**src/rtl/evt_timer_pkg.sv**
```systemverilog
package evt_timer_pkg;

   // Handshake flags seen by the polling consumer.
   typedef struct packed {
      logic ready;
      logic overrun;
   } hs_flags_t;

   // Number of cascaded stages in the tick divider chain.
   localparam int TICK_STAGES = 3;

   // Counter width needed by a divide-by-div stage.
   function automatic int stage_width(input int div);
      return (div > 1) ? $clog2(div) : 1;
   endfunction

   // Divide ratio of stage g: instruction divide, prescale, overflow.
   function automatic int stage_ratio(input int g, input int instr_div,
                                      input int prescale, input int ovf_bits);
      case (g)
         0:       return instr_div;
         1:       return prescale;
         default: return 1 << ovf_bits;
      endcase
   endfunction

endpackage

```
**src/rtl/evt_tick_stage.sv**
```systemverilog
module evt_tick_stage
   import evt_timer_pkg::*;
#(
   parameter int DIV        = 4,
   parameter bit CLR_ON_RST = 1'b0
) (
   input  logic clk,
   input  logic rst_n,
   input  logic clr_i,
   input  logic en_i,
   output logic pulse_o
);

   if (DIV < 1) begin : g_bad_div
      $error("evt_tick_stage: DIV must be at least 1");
   end

   if (DIV == 1) begin : g_pass
      // Divide by one: every enable is passed straight on.
      assign pulse_o = en_i;
      logic unused_pass;
      assign unused_pass = ^{clk, rst_n, clr_i};
   end else begin : g_count
      localparam int            CW   = stage_width(DIV);
      localparam logic [CW-1:0] LAST = CW'(DIV - 1);

      logic [CW-1:0] cnt_q;
      logic [CW-1:0] cnt_d;
      logic          at_last;

      assign at_last = (cnt_q == LAST);
      assign pulse_o = en_i && at_last;

      always_comb begin
         cnt_d = cnt_q;
         if (clr_i) begin
            cnt_d = '0;
         end else if (en_i) begin
            cnt_d = at_last ? '0 : cnt_q + 1'b1;
         end
      end

      if (CLR_ON_RST) begin : g_rst
         always_ff @(posedge clk or negedge rst_n) begin
            if (!rst_n) cnt_q <= '0;
            else        cnt_q <= cnt_d;
         end
      end else begin : g_norst
         always_ff @(posedge clk) begin
            cnt_q <= cnt_d;
         end
         logic unused_rst;
         assign unused_rst = rst_n;
      end
   end

endmodule

```
**src/rtl/evt_tick_chain.sv**
```systemverilog
module evt_tick_chain
   import evt_timer_pkg::*;
#(
   parameter int INSTR_DIV  = 4,
   parameter int PRESCALE   = 4,
   parameter int OVF_BITS   = 8,
   parameter bit CLR_ON_RST = 1'b0
) (
   input  logic clk,
   input  logic rst_n,
   input  logic clr_i,
   output logic tick_o
);

   // en[g] enables stage g; en[TICK_STAGES] is the final tick.
   logic [TICK_STAGES:0] en;
   assign en[0] = 1'b1;

   for (genvar g = 0; g < TICK_STAGES; g++) begin : g_stage
      evt_tick_stage #(
         .DIV       (stage_ratio(g, INSTR_DIV, PRESCALE, OVF_BITS)),
         .CLR_ON_RST(CLR_ON_RST)
      ) stage_i (
         .clk    (clk),
         .rst_n  (rst_n),
         .clr_i  (clr_i),
         .en_i   (en[g]),
         .pulse_o(en[g+1])
      );
   end

   assign tick_o = en[TICK_STAGES];

endmodule

```
**src/rtl/evt_edge_sync.sv**
```systemverilog
module evt_edge_sync #(
   parameter int STAGES = 2
) (
   input  logic clk,
   input  logic rst_n,
   input  logic async_i,
   output logic rise_o
);

   if (STAGES < 2) begin : g_bad_stages
      $error("evt_edge_sync: STAGES must be at least 2");
   end

   logic [STAGES-1:0] sh_q;
   logic              last_q;

   always_ff @(posedge clk or negedge rst_n) begin
      if (!rst_n) begin
         sh_q   <= '0;
         last_q <= 1'b0;
      end else begin
         sh_q   <= {sh_q[STAGES-2:0], async_i};
         last_q <= sh_q[STAGES-1];
      end
   end

   assign rise_o = sh_q[STAGES-1] & ~last_q;

endmodule

```
**src/rtl/evt_jiffy_core.sv**
```systemverilog
module evt_jiffy_core
   import evt_timer_pkg::*;
#(
   parameter int CNT_W      = 16,
   parameter bit CLR_ON_RST = 1'b0
) (
   input  logic             clk,
   input  logic             rst_n,
   input  logic             tick_i,
   input  logic             cap_i,
   input  logic             ack_i,
   output logic [CNT_W-1:0] count_o,
   output logic [CNT_W-1:0] interval_o,
   output logic             ready_o,
   output logic             overrun_o
);

   logic [CNT_W-1:0] cnt_q, cnt_d;
   logic [CNT_W-1:0] res_q, res_d;
   hs_flags_t        flg_q, flg_d;

   // Capture has priority over a coincident tick: the result takes the
   // pre-increment count and the counter restarts at zero.
   always_comb begin
      cnt_d = cnt_q;
      res_d = res_q;
      if (cap_i) begin
         res_d = cnt_q;
         cnt_d = '0;
      end else if (tick_i) begin
         cnt_d = cnt_q + 1'b1;
      end
   end

   // A capture always leaves data ready; overrun builds up only when
   // unread data is overwritten without a strobe in the same cycle.
   always_comb begin
      flg_d = flg_q;
      if (cap_i) begin
         flg_d.ready   = 1'b1;
         flg_d.overrun = ~ack_i & (flg_q.overrun | flg_q.ready);
      end else if (ack_i) begin
         flg_d = '0;
      end
   end

   if (CLR_ON_RST) begin : g_rst
      always_ff @(posedge clk or negedge rst_n) begin
         if (!rst_n) begin
            cnt_q <= '0;
            res_q <= '0;
         end else begin
            cnt_q <= cnt_d;
            res_q <= res_d;
         end
      end
   end else begin : g_norst
      always_ff @(posedge clk) begin
         cnt_q <= cnt_d;
         res_q <= res_d;
      end
   end

   always_ff @(posedge clk or negedge rst_n) begin
      if (!rst_n) flg_q <= '0;
      else        flg_q <= flg_d;
   end

   assign count_o    = cnt_q;
   assign interval_o = res_q;
   assign ready_o    = flg_q.ready;
   assign overrun_o  = flg_q.overrun;

endmodule

```
**src/rtl/evt_interval_timer.sv**
```systemverilog
module evt_interval_timer
   import evt_timer_pkg::*;
#(
   parameter int INSTR_DIV      = 4,
   parameter int PRESCALE       = 4,
   parameter int OVF_BITS       = 8,
   parameter int CNT_W          = 16,
   parameter int SYNC_STAGES    = 2,
   parameter bit CLEAR_ON_RESET = 1'b0
) (
   input  logic             clk,
   input  logic             rst_n,
   input  logic             evt_i,
   input  logic             rd_ack_i,
   output logic [CNT_W-1:0] interval_o,
   output logic             ready_o,
   output logic             overrun_o
);

   localparam int TICK_PERIOD = INSTR_DIV * PRESCALE * (1 << OVF_BITS);

   if (INSTR_DIV < 1 || PRESCALE < 1) begin : g_bad_ratio
      $error("evt_interval_timer: divide ratios must be at least 1");
   end
   if (OVF_BITS < 1 || OVF_BITS > 16) begin : g_bad_ovf
      $error("evt_interval_timer: OVF_BITS must be 1..16");
   end
   if (CNT_W < 2) begin : g_bad_cnt
      $error("evt_interval_timer: CNT_W must be at least 2");
   end

   logic             evt_pulse;
   logic             tick;
   logic [CNT_W-1:0] jiffy_cnt;

   evt_edge_sync #(
      .STAGES(SYNC_STAGES)
   ) sync_i (
      .clk    (clk),
      .rst_n  (rst_n),
      .async_i(evt_i),
      .rise_o (evt_pulse)
   );

   evt_tick_chain #(
      .INSTR_DIV (INSTR_DIV),
      .PRESCALE  (PRESCALE),
      .OVF_BITS  (OVF_BITS),
      .CLR_ON_RST(CLEAR_ON_RESET)
   ) tick_i (
      .clk   (clk),
      .rst_n (rst_n),
      .clr_i (evt_pulse),
      .tick_o(tick)
   );

   evt_jiffy_core #(
      .CNT_W     (CNT_W),
      .CLR_ON_RST(CLEAR_ON_RESET)
   ) core_i (
      .clk       (clk),
      .rst_n     (rst_n),
      .tick_i    (tick),
      .cap_i     (evt_pulse),
      .ack_i     (rd_ack_i),
      .count_o   (jiffy_cnt),
      .interval_o(interval_o),
      .ready_o   (ready_o),
      .overrun_o (overrun_o)
   );

endmodule

```
**config.mk**
```make
export PLATFORM = sky130hd
export DESIGN_NAME = evt_interval_timer
export DESIGN_NICKNAME = d
export VERILOG_FILES = /design/src/rtl/evt_timer_pkg.sv /design/src/rtl/evt_tick_stage.sv /design/src/rtl/evt_tick_chain.sv /design/src/rtl/evt_edge_sync.sv /design/src/rtl/evt_jiffy_core.sv /design/src/rtl/evt_interval_timer.sv
export SDC_FILE = /design/constraint.sdc
export NUM_CORES = 1
export LEC_CHECK = 0
export BUFFER_PORTS_ARGS = -buffer_cell sky130_fd_sc_hd__buf_4
export CAP_MARGIN = 20
export CORE_UTILIZATION = 30
export CTS_CLUSTER_DIAMETER = 150
export DETAILED_ROUTE_END_ITERATION = 12
export PLACE_DENSITY_LB_ADDON = 0.1
export SLEW_MARGIN = 15
export SYNTH_ARGS = -nofsm -noshare
export SYNTH_HDL_FRONTEND = slang
export SYNTH_SLANG_ARGS = --single-unit
```
**constraint.sdc**
```tcl
create_clock -name clk -period 2.84 [get_ports clk]
set_input_delay 0.142 -clock clk [delete_from_list [all_inputs] [get_ports clk]]
set_output_delay 0.142 -clock clk [all_outputs]
set_load 0.03 [all_outputs]
```
==> results.ini, run 1 <==
[synthesis]
synth_top_flop_cell = dfxtp_1
ys_top_cells_by_count = dfxtp_1 (28), a21oi_1 (16), edfxtp_1 (16), nor2_1 (14), o21ai_0 (10)
synth.avg_cell_area_um2 = 11.3
synth.most_common_cell = dfxtp_1
yosys_warnings = 0
netlist_instances = 171
synth.area.top_cells = dfxtp_1 (29%), edfxtp_1 (25%), dfrtp_1 (6.5%), a21oi_1 (4.2%), or3_1 (2.9%)
yosys.area_share.simple = 0.191
synth-compound-area-share = 0.0883
muxShareOfSynthArea = 0.0156
synth_edf_count = 16
ys_seq_area_frac = 0.605
synth_area_mm2 = 0.00193
yosysUniqueCellTypes = 34
synth_top_area_frac = 0.291
synthAdderAreaFrac = 0.0260
synth_top_cell_by_area = dfxtp_1
synth_xor_xnor_area_share = 0.0364
synth_seq_cells = 49
synthesis.nets = 179
async_flop_share = 0.102
synth_top_family_by_area = simple AND/OR/NAND/NOR gates

[route]
vias = 1305
postRouteAntennaNets = 0
wl_per_cell_um = 12.2
route.detailed.drc = 0
via_per_inst = 4.80
drtPass1Iterations = 5
routed.top_layer = met4
wl_um = 3320
wl_met1_um = 1630
dr_wl_met3_um = 128
drt_iter0_markers = 45
routed-wl-met2_um = 1530

[timing]
setup_tns_ns = 0
rsz0062_at_grt = false
slew_headroom = 0.567
finalMaxSlewViolations = 0
holdWs_ns = 0.174
fin_crit_ns = 2.14
finalSetupViolCount = 0
finalHoldViolations = 0
tightest_slew_ns = 0.648
clock_skew_ns = 0.00735
fmax_mhz = 467
post-route-period-util = 0.754

[die]
io_pins = 22
rows = 28
dieWidth_um = 82.1
die_height_um = 82.1
die_area_mm2 = 0.00675
core_mm2 = 0.00606
start_util = 0.318

[setup_path]
max_stage_delay_ns = 0.55
worstPathArrival_ns = 2.38
worstSetupPathType = reg2reg
r2r-start = tick_i.g_stage[0].stage_i.g_count.cnt_q[0]$_SDFF_PP0_
critPathBufInv = 0
critPathSlowestCell = or4_1
crit_fanout = 13
start_kind = flip-flop
critPathTopFamily = simple AND/OR/NAND/NOR gates
crit-reg2reg-capture = core_i.count_o[15]$_SDFFE_PP0P_
critPathRequiredTime_ns = 3.08
end_kind = flip-flop
reg2reg_depth = 5
cp_cell_sequence = ha_1 -> and3_1 -> nand4_2 -> or4_1 -> a21oi_1
cp.depth = 5
rrSetupSlack_ns = 0.70

[layout]
drive_above_1_share = 0.178
nFillCells = 613
final_nets = 204
num_antenna_cells = 0
area_growth_syn_to_layout_pct = 17.3
fin_cells = 272
multi_input_area_um2 = 688
seqCellArea_mm2 = 0.00117
design_area_mm2 = 0.00226
finish.utilization = 0.373

[power_and_ir_drop]
power_density_mw_per_mm2 = 572
irDropWorstVdd_v = 0.000250
power.leakage_nw = 0.837

[flow_run]
maxCapViolCount = 0

[placement]
port_buffers = 21
dp_cells = 261
dp_hpwl_um = 2310
placed_area_mm2 = 0.00215
place.gp.congestion = 0.699

[outcome]
status = finished, final reports clean

[clock_tree]
cts_tree = yes
cts_resized = 0
cts_hold_buf = 3
root_buffer = clkbuf_8
cts_buffer_depth = 2
h-tree-depth = 2
cts.sinks = 49
cts_buffers = 5
post-cts-setup-buffers = 0
clk_latency_ns = 0.30
clkSlewWorstSetupHoldPaths_ns = 0.09

[grt]
overflow = 0
grt_pass1_vias = 1283
grt_usage = 0.115
grt_max_degree = 28
grt_pass1_wl_um = 5750
grt_antenna_before_repair = 0

[worst_hold_path]
min-delay-path-class = in2async

[cells by family after synthesis]
family,Yosys count
multiplexers,3
AND/OR/NAND/NOR,63
XOR/XNOR,8
adder cells (fa/ha/maj),4
flip-flops,49
buffers and inverters,13
AO/OA/AOI/OAI,31
[per-stage QoR]
stage | setup WS [ns] | power (mW)
final | 0.699 | 1.29
after global routing | 0.502 | 1.36
after CTS | 0.654 | 1.31
after detailed placement | 0.690 | 0.916
after global placement | 0.815 | 0.907
after floorplan | 0.927 | 0.884
[report_power, final]
group	internal [mW]	switching, mW
sequential	0.760	0.0181
combinational	0.0545	0.0703
clock	0.171	0.218
total	0.986	0.307
[sequential cells by signal (all words and copies together), names as in the netlist]
name                                  count
core_i.ready_o                            1
core_i.count_o                           16
core_i.overrun_o                          1
core_i.interval_o                        16
tick_i.g_stage.stage_i.g_count.cnt_q     12
sync_i.sh_q                               2
sync_i.last_q                             1
[metal layers]
| layer | track usage | vias up |
|---|---|---|
| met2 | 0.184 | 22 |
| met5 | 0 | - |
| li1 | - | 668 |
| met3 | 0.0363 | 2 |
| met4 | 0.0579 | 0 |
| met1 | 0.137 | 613 |
[cell type report]
cell class / instances / area share
clock buffer: 6 / 0.0321
tap: 75 / 0.0415
sequential: 49 / 0.516
multi-input combinational: 109 / 0.304
timing repair buffer: 25 / 0.0919
inverter: 6 / 0.00996
clock inverter: 2 / 0.00443
[cells in the final DEF (no fill, tap or decap), types with 2 or more instances in the layout]
cell type      count
dfxtp_1           28
nor2_1            14
nand3_1            9
nand2_1            6
mux2i_1            3
ha_1               4
o21ai_0           10
or4_1              3
clkbuf_8           5
clkinv_2           2
and2_1             2
xor2_1             3
buf_4             21
o31ai_1            3
inv_1              6
and3_1             3
a21oi_1           16
or3_1              9
edfxtp_1          16
dlygate4sd3_1      3
dfrtp_1            5
xnor2_1            5
nand4_1            4
nor3_1             4
[how the worst max path moves through the flow]
stage	start	to	slack, ns
final	tick_i.g_stage[0].stage_i.g_count.cnt_q[0]$_SDFF_PP0_	core_i.count_o[15]$_SDFFE_PP0P_	0.70
after global routing	tick_i.g_stage[0].stage_i.g_count.cnt_q[0]$_SDFF_PP0_	core_i.count_o[15]$_SDFFE_PP0P_	0.50
after CTS	tick_i.g_stage[0].stage_i.g_count.cnt_q[0]$_SDFF_PP0_	core_i.count_o[15]$_SDFFE_PP0P_	0.65
after detailed placement	tick_i.g_stage[0].stage_i.g_count.cnt_q[0]$_SDFF_PP0_	core_i.count_o[15]$_SDFFE_PP0P_	0.69
after global placement	tick_i.g_stage[0].stage_i.g_count.cnt_q[0]$_SDFF_PP0_	core_i.count_o[15]$_SDFFE_PP0P_	0.82
after floorplan	sync_i.last_q$_DFF_PN0_	core_i.interval_o[0]$_DFFE_PP_	0.93
Note: power is estimated with default switching activity, not from simulation.
==> run 2: changes to the inputs <==
- clock period: 2.84 -> 1.9 ns (I/O delays scaled with it)
==> run 2 against run 1 <==
Core utilization increased by 1.9 points. Register-to-register slack got worse by 0.52 ns. Design area grew 5.1%. Clock power increased by 120%. Count of clock-buffer cells in the layout down 1. Total power is 72% higher. Non-clock buffer count grew 9. Critical path type unchanged.
==> results.ini, run 2 (synthesis results as in run 1) <==
[power_and_ir_drop]
power_density_mw_per_mm2 = 937  ; +64%
power.leakage_nw = 0.906  ; +8.3%
irDropWorstVdd_v = 0.000481  ; +93%

[layout]
area_growth_syn_to_layout_pct = 23.4
seqCellArea_mm2 = 0.00117  ; unchanged
layout_commonest_cell = buf_4
multi_input_area_um2 = 698  ; +1.5%
final_cell_mix = buf_4 (31), dfxtp_1 (28), a21oi_1 (16), edfxtp_1 (16), nor2_1 (14)
nFillCells = 588  ; -4.1%
final_nets = 213  ; +4.4%
num_antenna_cells = 0  ; unchanged
drive_above_1_share = 0.223  ; +0.0456
finish.utilization = 0.392  ; +0.0192

[setup_path]
start_kind = flip-flop
critPathSlowestCell = dfxtp_1
max_stage_delay_ns = 0.38  ; -0.17 ns
end_kind = flip-flop
rrSetupSlack_ns = 0.17  ; -0.52 ns
cp_cell_sequence = ha_1 -> and3_2 -> nand4_4 -> buf_4 -> or3_1 -> a21oi_1
crit_start = tick_i.g_stage[2].stage_i.g_count.cnt_q[0]$_SDFFE_PP0P_
crit_fanout = 8  ; -5
critPathRequiredTime_ns = 2.15  ; -0.93 ns
worstPathArrival_ns = 1.97  ; -0.41 ns
r2r-start = tick_i.g_stage[2].stage_i.g_count.cnt_q[0]$_SDFFE_PP0P_
worstSetupPathType = reg2reg

[timing]
finalMaxSlewViolations = 0  ; unchanged
rsz0062_at_grt = false
finalSetupViolCount = 0  ; unchanged
finalHoldViolations = 0  ; unchanged
fmax_mhz = 580  ; +24%
slew_headroom = 0.733  ; +0.166
tightest_slew_ns = 0.398  ; -0.251 ns
setup_tns_ns = 0  ; unchanged
post-route-period-util = 0.908  ; +0.154
clock_skew_ns = 0.00747  ; +0.000117 ns
fin_crit_ns = 1.73  ; -0.415 ns

[die]
die_area_mm2 = 0.00675  ; unchanged
rows = 28  ; unchanged
dieWidth_um = 82.1  ; unchanged
start_util = 0.318  ; unchanged
io_pins = 22  ; unchanged
core_mm2 = 0.00606  ; unchanged
die_height_um = 82.1  ; unchanged

[clock_tree]
root_buffer = clkbuf_8
clk_latency_ns = 0.31  ; about the same
cts.sinks = 49  ; unchanged
cts_buffer_depth = 2  ; unchanged
clkSlewWorstSetupHoldPaths_ns = 0.09  ; about the same
cts_buffers = 5  ; unchanged
cts_tree = yes
h-tree-depth = 2  ; unchanged

[route]
route.detailed.drc = 0  ; unchanged
drt_iter0_markers = 87  ; +93%
vias = 1367  ; +4.8%
wl_per_cell_um = 12.3  ; +0.99%
drtPass1Iterations = 4  ; -1
postRouteAntennaNets = 0  ; unchanged
wl_um = 3470  ; +4.3%
via_per_inst = 4.86  ; +1.4%

[worst_hold_path]
min-delay-path-class = in2async

[outcome]
status = finished, final reports clean

[grt]
grt_pass1_vias = 1291  ; +0.62%
grt_max_degree = 27  ; -3.6%
grt_antenna_before_repair = 0  ; unchanged
grt_usage = 0.115  ; +0.000127
grt_pass1_wl_um = 5780  ; +0.49%
overflow = 0  ; unchanged

[placement]
port_buffers = 21  ; unchanged
place.gp.congestion = 0.701  ; +0.17%
dp_hpwl_um = 2400  ; +3.7%

[flow_run]
maxCapViolCount = 0  ; unchanged

[run 2: cell types whose count changed in the layout (fill, tap and decap cells not counted)]
cell,previous run,this run
buf_4,21,31
bufinv_16,0,2
and3_1,3,2
and3_2,0,1
buf_12,1,0
clkbuf_1,1,0
clkinv_2,2,1
nand4_2,1,0
nand4_4,1,2
[run 2: report_power, final]
part | internal [mW] | switching [mW] | total [mW] | leakage (nW)
sequential | 1.14 | 0.0252 | 1.16 | 0.443
clock | 0.523 | 0.351 | 0.874 | 0.0681
combinational | 0.0868 | 0.105 | 0.192 | 0.395
total | 1.75 | 0.481 | 2.23 | 0.906
[run 2: per-stage QoR]
stage	total power, mW	setup slack, ns	instance area [µm²]	instances	hold slack [ns]
detailed placement	1.38	0.142	2180	267	-0.102
global route	2.31	0.0689	2380	281	0.124
global placement	1.37	0.213	2180	267	-0.105
floorplan	1.32	0.292	1930	171	-0.201
CTS	2.26	0.0966	2340	278	0.0956
finish	2.23	0.175	2380	281	0.104
[run 2: final timing paths]
check / to / depth (start not counted)
setup / recovery: core_i.count_o[6]$_SDFFE_PP0P_ / 6
hold / removal: sync_i.sh_q[0]$_DFF_PN0_ / 2
setup reg to reg: core_i.count_o[6]$_SDFFE_PP0P_ / 6
hold reg to reg: sync_i.sh_q[1]$_DFF_PN0_ / 0
max in group asynchronous: core_i.ready_o$_DFFE_PN0P_ / 2
min in group clk: sync_i.sh_q[1]$_DFF_PN0_ / 0
[run 2: metal layers]
| layer | routed length [µm] | GRT usage |
|---|---|---|
| met1 | 1710 | 0.143 |
| met4 | 75 | 0.0632 |
| met3 | 153 | 0.0297 |
| met2 | 1530 | 0.180 |
| met5 | 0 | 0 |
[run 2: area by class of cell]
cell class                 count  share of cell area
inverter                       6             0.00947
tap                           75              0.0395
clock inverter                 3              0.0274
multi-input combinational    109               0.294
clock buffer                   5              0.0289
timing repair buffer          34               0.111
sequential                    49               0.491
[run 2: critical path: cells and delay by family (launching register included)]
kind | cells | cell delay [ns]
AND/OR/NAND/NOR | 3 | 0.76
flip-flops | 1 | 0.38
adder cells (fa/ha/maj) | 1 | 0.19
buffers and inverters | 1 | 0.19
AO/OA/AOI/OAI | 1 | 0.14
[run 2: repair_timing]
item,CTS,global route
gates resized for setup,0,2
hold buffers,3,0
buffers inserted,0,3
setup endpoints to repair,0,4
hold endpoints to repair,8,0
==> run 3: changes to the inputs <==
- ABC_AREA: default -> 1
==> run 3 against run 2 <==
Hold slack better by 0.022 ns. Worst setup slack better by 0.13 ns. Via count grew 14%.
==> results.ini, run 3 <==
[outcome]
status = finished, final reports clean

[clock_tree]
cts_tree = yes
cts_buffer_depth = 2  ; unchanged
clkSlewWorstSetupHoldPaths_ns = 0.09  ; about the same
root_buffer = clkbuf_8
cts_buffers = 5  ; unchanged
h-tree-depth = 2  ; unchanged
cts_resized = 0  ; unchanged
clk_latency_ns = 0.30  ; about the same
cts.sinks = 49  ; unchanged

[flow_run]
maxCapViolCount = 0  ; unchanged

[die]
dieWidth_um = 85.5  ; +4.0%
start_util = 0.309  ; -0.00866
rows = 30  ; +7.1%
die_height_um = 85.5  ; +4.0%
core_mm2 = 0.00676  ; +11%
io_pins = 22  ; unchanged
die_area_mm2 = 0.00730  ; +8.2%

[layout]
drive_above_1_share = 0.162  ; -0.0614
finish.utilization = 0.367  ; -0.0248
fin_cells = 358  ; +27%
area_growth_syn_to_layout_pct = 18.8
final_nets = 285  ; +34%
final_cell_mix = nand2_1 (54), inv_1 (38), nor2_1 (36), dfxtp_1 (28), buf_4 (25)
design_area_mm2 = 0.00248  ; +4.4%
layout_commonest_cell = nand2_1
num_antenna_cells = 0  ; unchanged

[setup_path]
reg2reg_depth = 9  ; +3
max_stage_delay_ns = 0.34  ; -0.04 ns
critPathSlowestCell = dfxtp_1
cp_cell_sequence = ha_1 -> nand2_2 -> inv_2 -> nand2_2 -> nor2_4 -> nand3_1 -> nand2_1 -> inv_1 -> nor2_1
worstSetupPathType = reg2reg
crit_fanout = 14  ; +6
worstPathArrival_ns = 1.84  ; -0.13 ns
crit_start = tick_i.g_stage[0].stage_i.g_count.cnt_q[0]$_SDFF_PP0_
r2r-start = tick_i.g_stage[0].stage_i.g_count.cnt_q[0]$_SDFF_PP0_
critPathBufInv = 2  ; +1
cpMostUsedCell = nand2_2
critPathTopFamily = simple AND/OR/NAND/NOR gates
critPathRequiredTime_ns = 2.14  ; about the same
rrSetupSlack_ns = 0.30  ; +0.13 ns
end_kind = flip-flop
start_kind = flip-flop
crit-reg2reg-capture = core_i.count_o[11]$_SDFFE_PP0P_
cp.depth = 9  ; +3

[grt]
grt_usage = 0.121  ; +0.00620
grtUsageMet3 = 0.0331  ; +0.00340
grt_antenna_before_repair = 0  ; unchanged
overflow = 0  ; unchanged
grt_util_met1 = 0.152  ; +0.00863
grt_max_degree = 26  ; -3.7%
grt_pass1_vias = 1454  ; +13%
top_usage_layer = met2
grt_pass1_wl_um = 6800  ; +18%
grt_util_met2 = 0.196  ; +0.0162

[power_and_ir_drop]
power.share.sequential = 0.584  ; +0.063
switching_power_mw = 0.484  ; +0.57%
pwr-share-comb = 0.099  ; +0.013
p_int_mw = 1.51  ; -13%
power.leakage_nw = 1.04  ; +15%
power.total_mw = 2.00  ; -10%
power_frac_clock = 0.316  ; -0.076
switching_share = 0.242  ; +0.0264
power_density_mw_per_mm2 = 804  ; -14%
irDropWorstVdd_v = 0.000272  ; -43%

[synthesis]
ys_seq_area_frac = 0.558  ; -0.0471
synthesis.nets = 253  ; +41%
yosysUniqueCellTypes = 26  ; -24%
synth_seq_cells = 49  ; unchanged
netlist_instances = 245  ; +43%
synth.avg_cell_area_um2 = 8.53  ; -24%
synth_edf_count = 16  ; unchanged
ys_top_cells_by_count = nand2_1 (54), inv_1 (38), nor2_1 (37), dfxtp_1 (28), nand3_1 (19)
synth_top_flop_cell = dfxtp_1
synth.most_common_cell = nand2_1
synth_top_area_frac = 0.268  ; -0.0226
yosys_warnings = 0  ; unchanged
synth_area_mm2 = 0.00209  ; +8.4%
synth_top_cell_by_area = dfxtp_1
async_flop_share = 0.102  ; unchanged
synth.area.top_cells = dfxtp_1 (27%), edfxtp_1 (23%), nand2_1 (9.7%), inv_1 (6.8%), nor2_1 (6.6%)

[timing]
finalMaxSlewViolations = 0  ; unchanged
slew_headroom = 0.756  ; +0.0224
finalSetupViolCount = 0  ; unchanged
holdWs_ns = 0.126  ; +0.0224 ns
tightest_slew_ns = 0.365  ; -0.0322 ns
finalHoldViolations = 0  ; unchanged
fin_crit_ns = 1.60  ; -0.128 ns
clock_skew_ns = 0.00631  ; -0.00115 ns
fmax_mhz = 626  ; +8.0%
rsz0062_at_grt = false
post-route-period-util = 0.841  ; -0.0674
fin_ws_ns = 0.303  ; +0.128 ns
setup_tns_ns = 0  ; unchanged

[route]
postRouteAntennaNets = 0  ; unchanged
route.detailed.drc = 0  ; unchanged
drt_iter0_markers = 54  ; -38%
drtPass1Iterations = 4  ; unchanged
via_per_inst = 4.35  ; -11%
wl_per_cell_um = 11.1  ; -10%
wl_um = 3980  ; +15%
vias = 1556  ; +14%

[placement]
port_buffers = 21  ; unchanged
placed_area_mm2 = 0.00236  ; +8.3%
dp_slack_ns = 0.289  ; +0.147 ns
dp_cells = 347  ; +30%
place.gp.congestion = 0.767  ; +9.5%
dp_hpwl_um = 2740  ; +14%

[worst_hold_path]
min-delay-path-class = in2async

[run 3: final cells by class]
| type | count | area [µm²] |
|---|---|---|
| inverter | 40 | 150 |
| fill | 733 | 4270 |
| tap | 80 | 100 |
| timing repair buffer | 28 | 218 |
| sequential | 49 | 1170 |
| multi-input combinational | 153 | 757 |
| clock buffer | 6 | 82.6 |
| clock inverter | 2 | 8.76 |
[run 3: power groups by stage]
| stage | registers, mW | clock network [mW] | logic, mW |
|---|---|---|---|
| final | 1.17 | 0.631 | 0.198 |
| after global routing | 1.18 | 0.713 | 0.227 |
| after CTS | 1.17 | 0.669 | 0.203 |
| after detailed placement | 1.19 | 0 | 0.197 |
| after global placement | 1.19 | 0 | 0.198 |
| after floorplan | 1.23 | 0 | 0.0933 |
[run 3: how the worst max path moves through the flow]
stage	to	slack (ns)
after floorplan	core_i.interval_o[0]$_DFFE_PP_	0.38
after CTS	core_i.count_o[11]$_SDFFE_PP0P_	0.27
final	core_i.count_o[11]$_SDFFE_PP0P_	0.30
after global routing	core_i.count_o[4]$_SDFFE_PP0P_	0.07
after detailed placement	core_i.count_o[11]$_SDFFE_PP0P_	0.29
after global placement	core_i.count_o[11]$_SDFFE_PP0P_	0.31
[run 3: worst register-to-register path: cells and delay by family, from the launching register on]
| family | cells | cell delay (ns) |
|---|---|---|
| flip-flops | 1 | 0.34 |
| AND/OR/NAND/NOR | 6 | 0.81 |
| adder cells (fa/ha/maj) | 1 | 0.26 |
| buffers and inverters | 2 | 0.14 |
[run 3: cell families after synthesis]
family	count (synthesis)	synth area share
AO/OA/AOI/OAI	15	0.0383
XOR/XNOR	5	0.0210
adder cells (fa/ha/maj)	4	0.0240
buffers and inverters	43	0.0808
flip-flops	49	0.558
AND/OR/NAND/NOR	129	0.278
[run 3: what timing repair did]
action,in CTS,in global routing
buffers inserted,0,0
endpoints found under the hold margin,8,0
hold buffers,3,0
[run 3: layer usage]
metal  up-vias  part of all wire
met3         6             0.039
met1       690              0.49
met2        27              0.45
li1        833                 -
met5         -                 0
met4         0             0.018
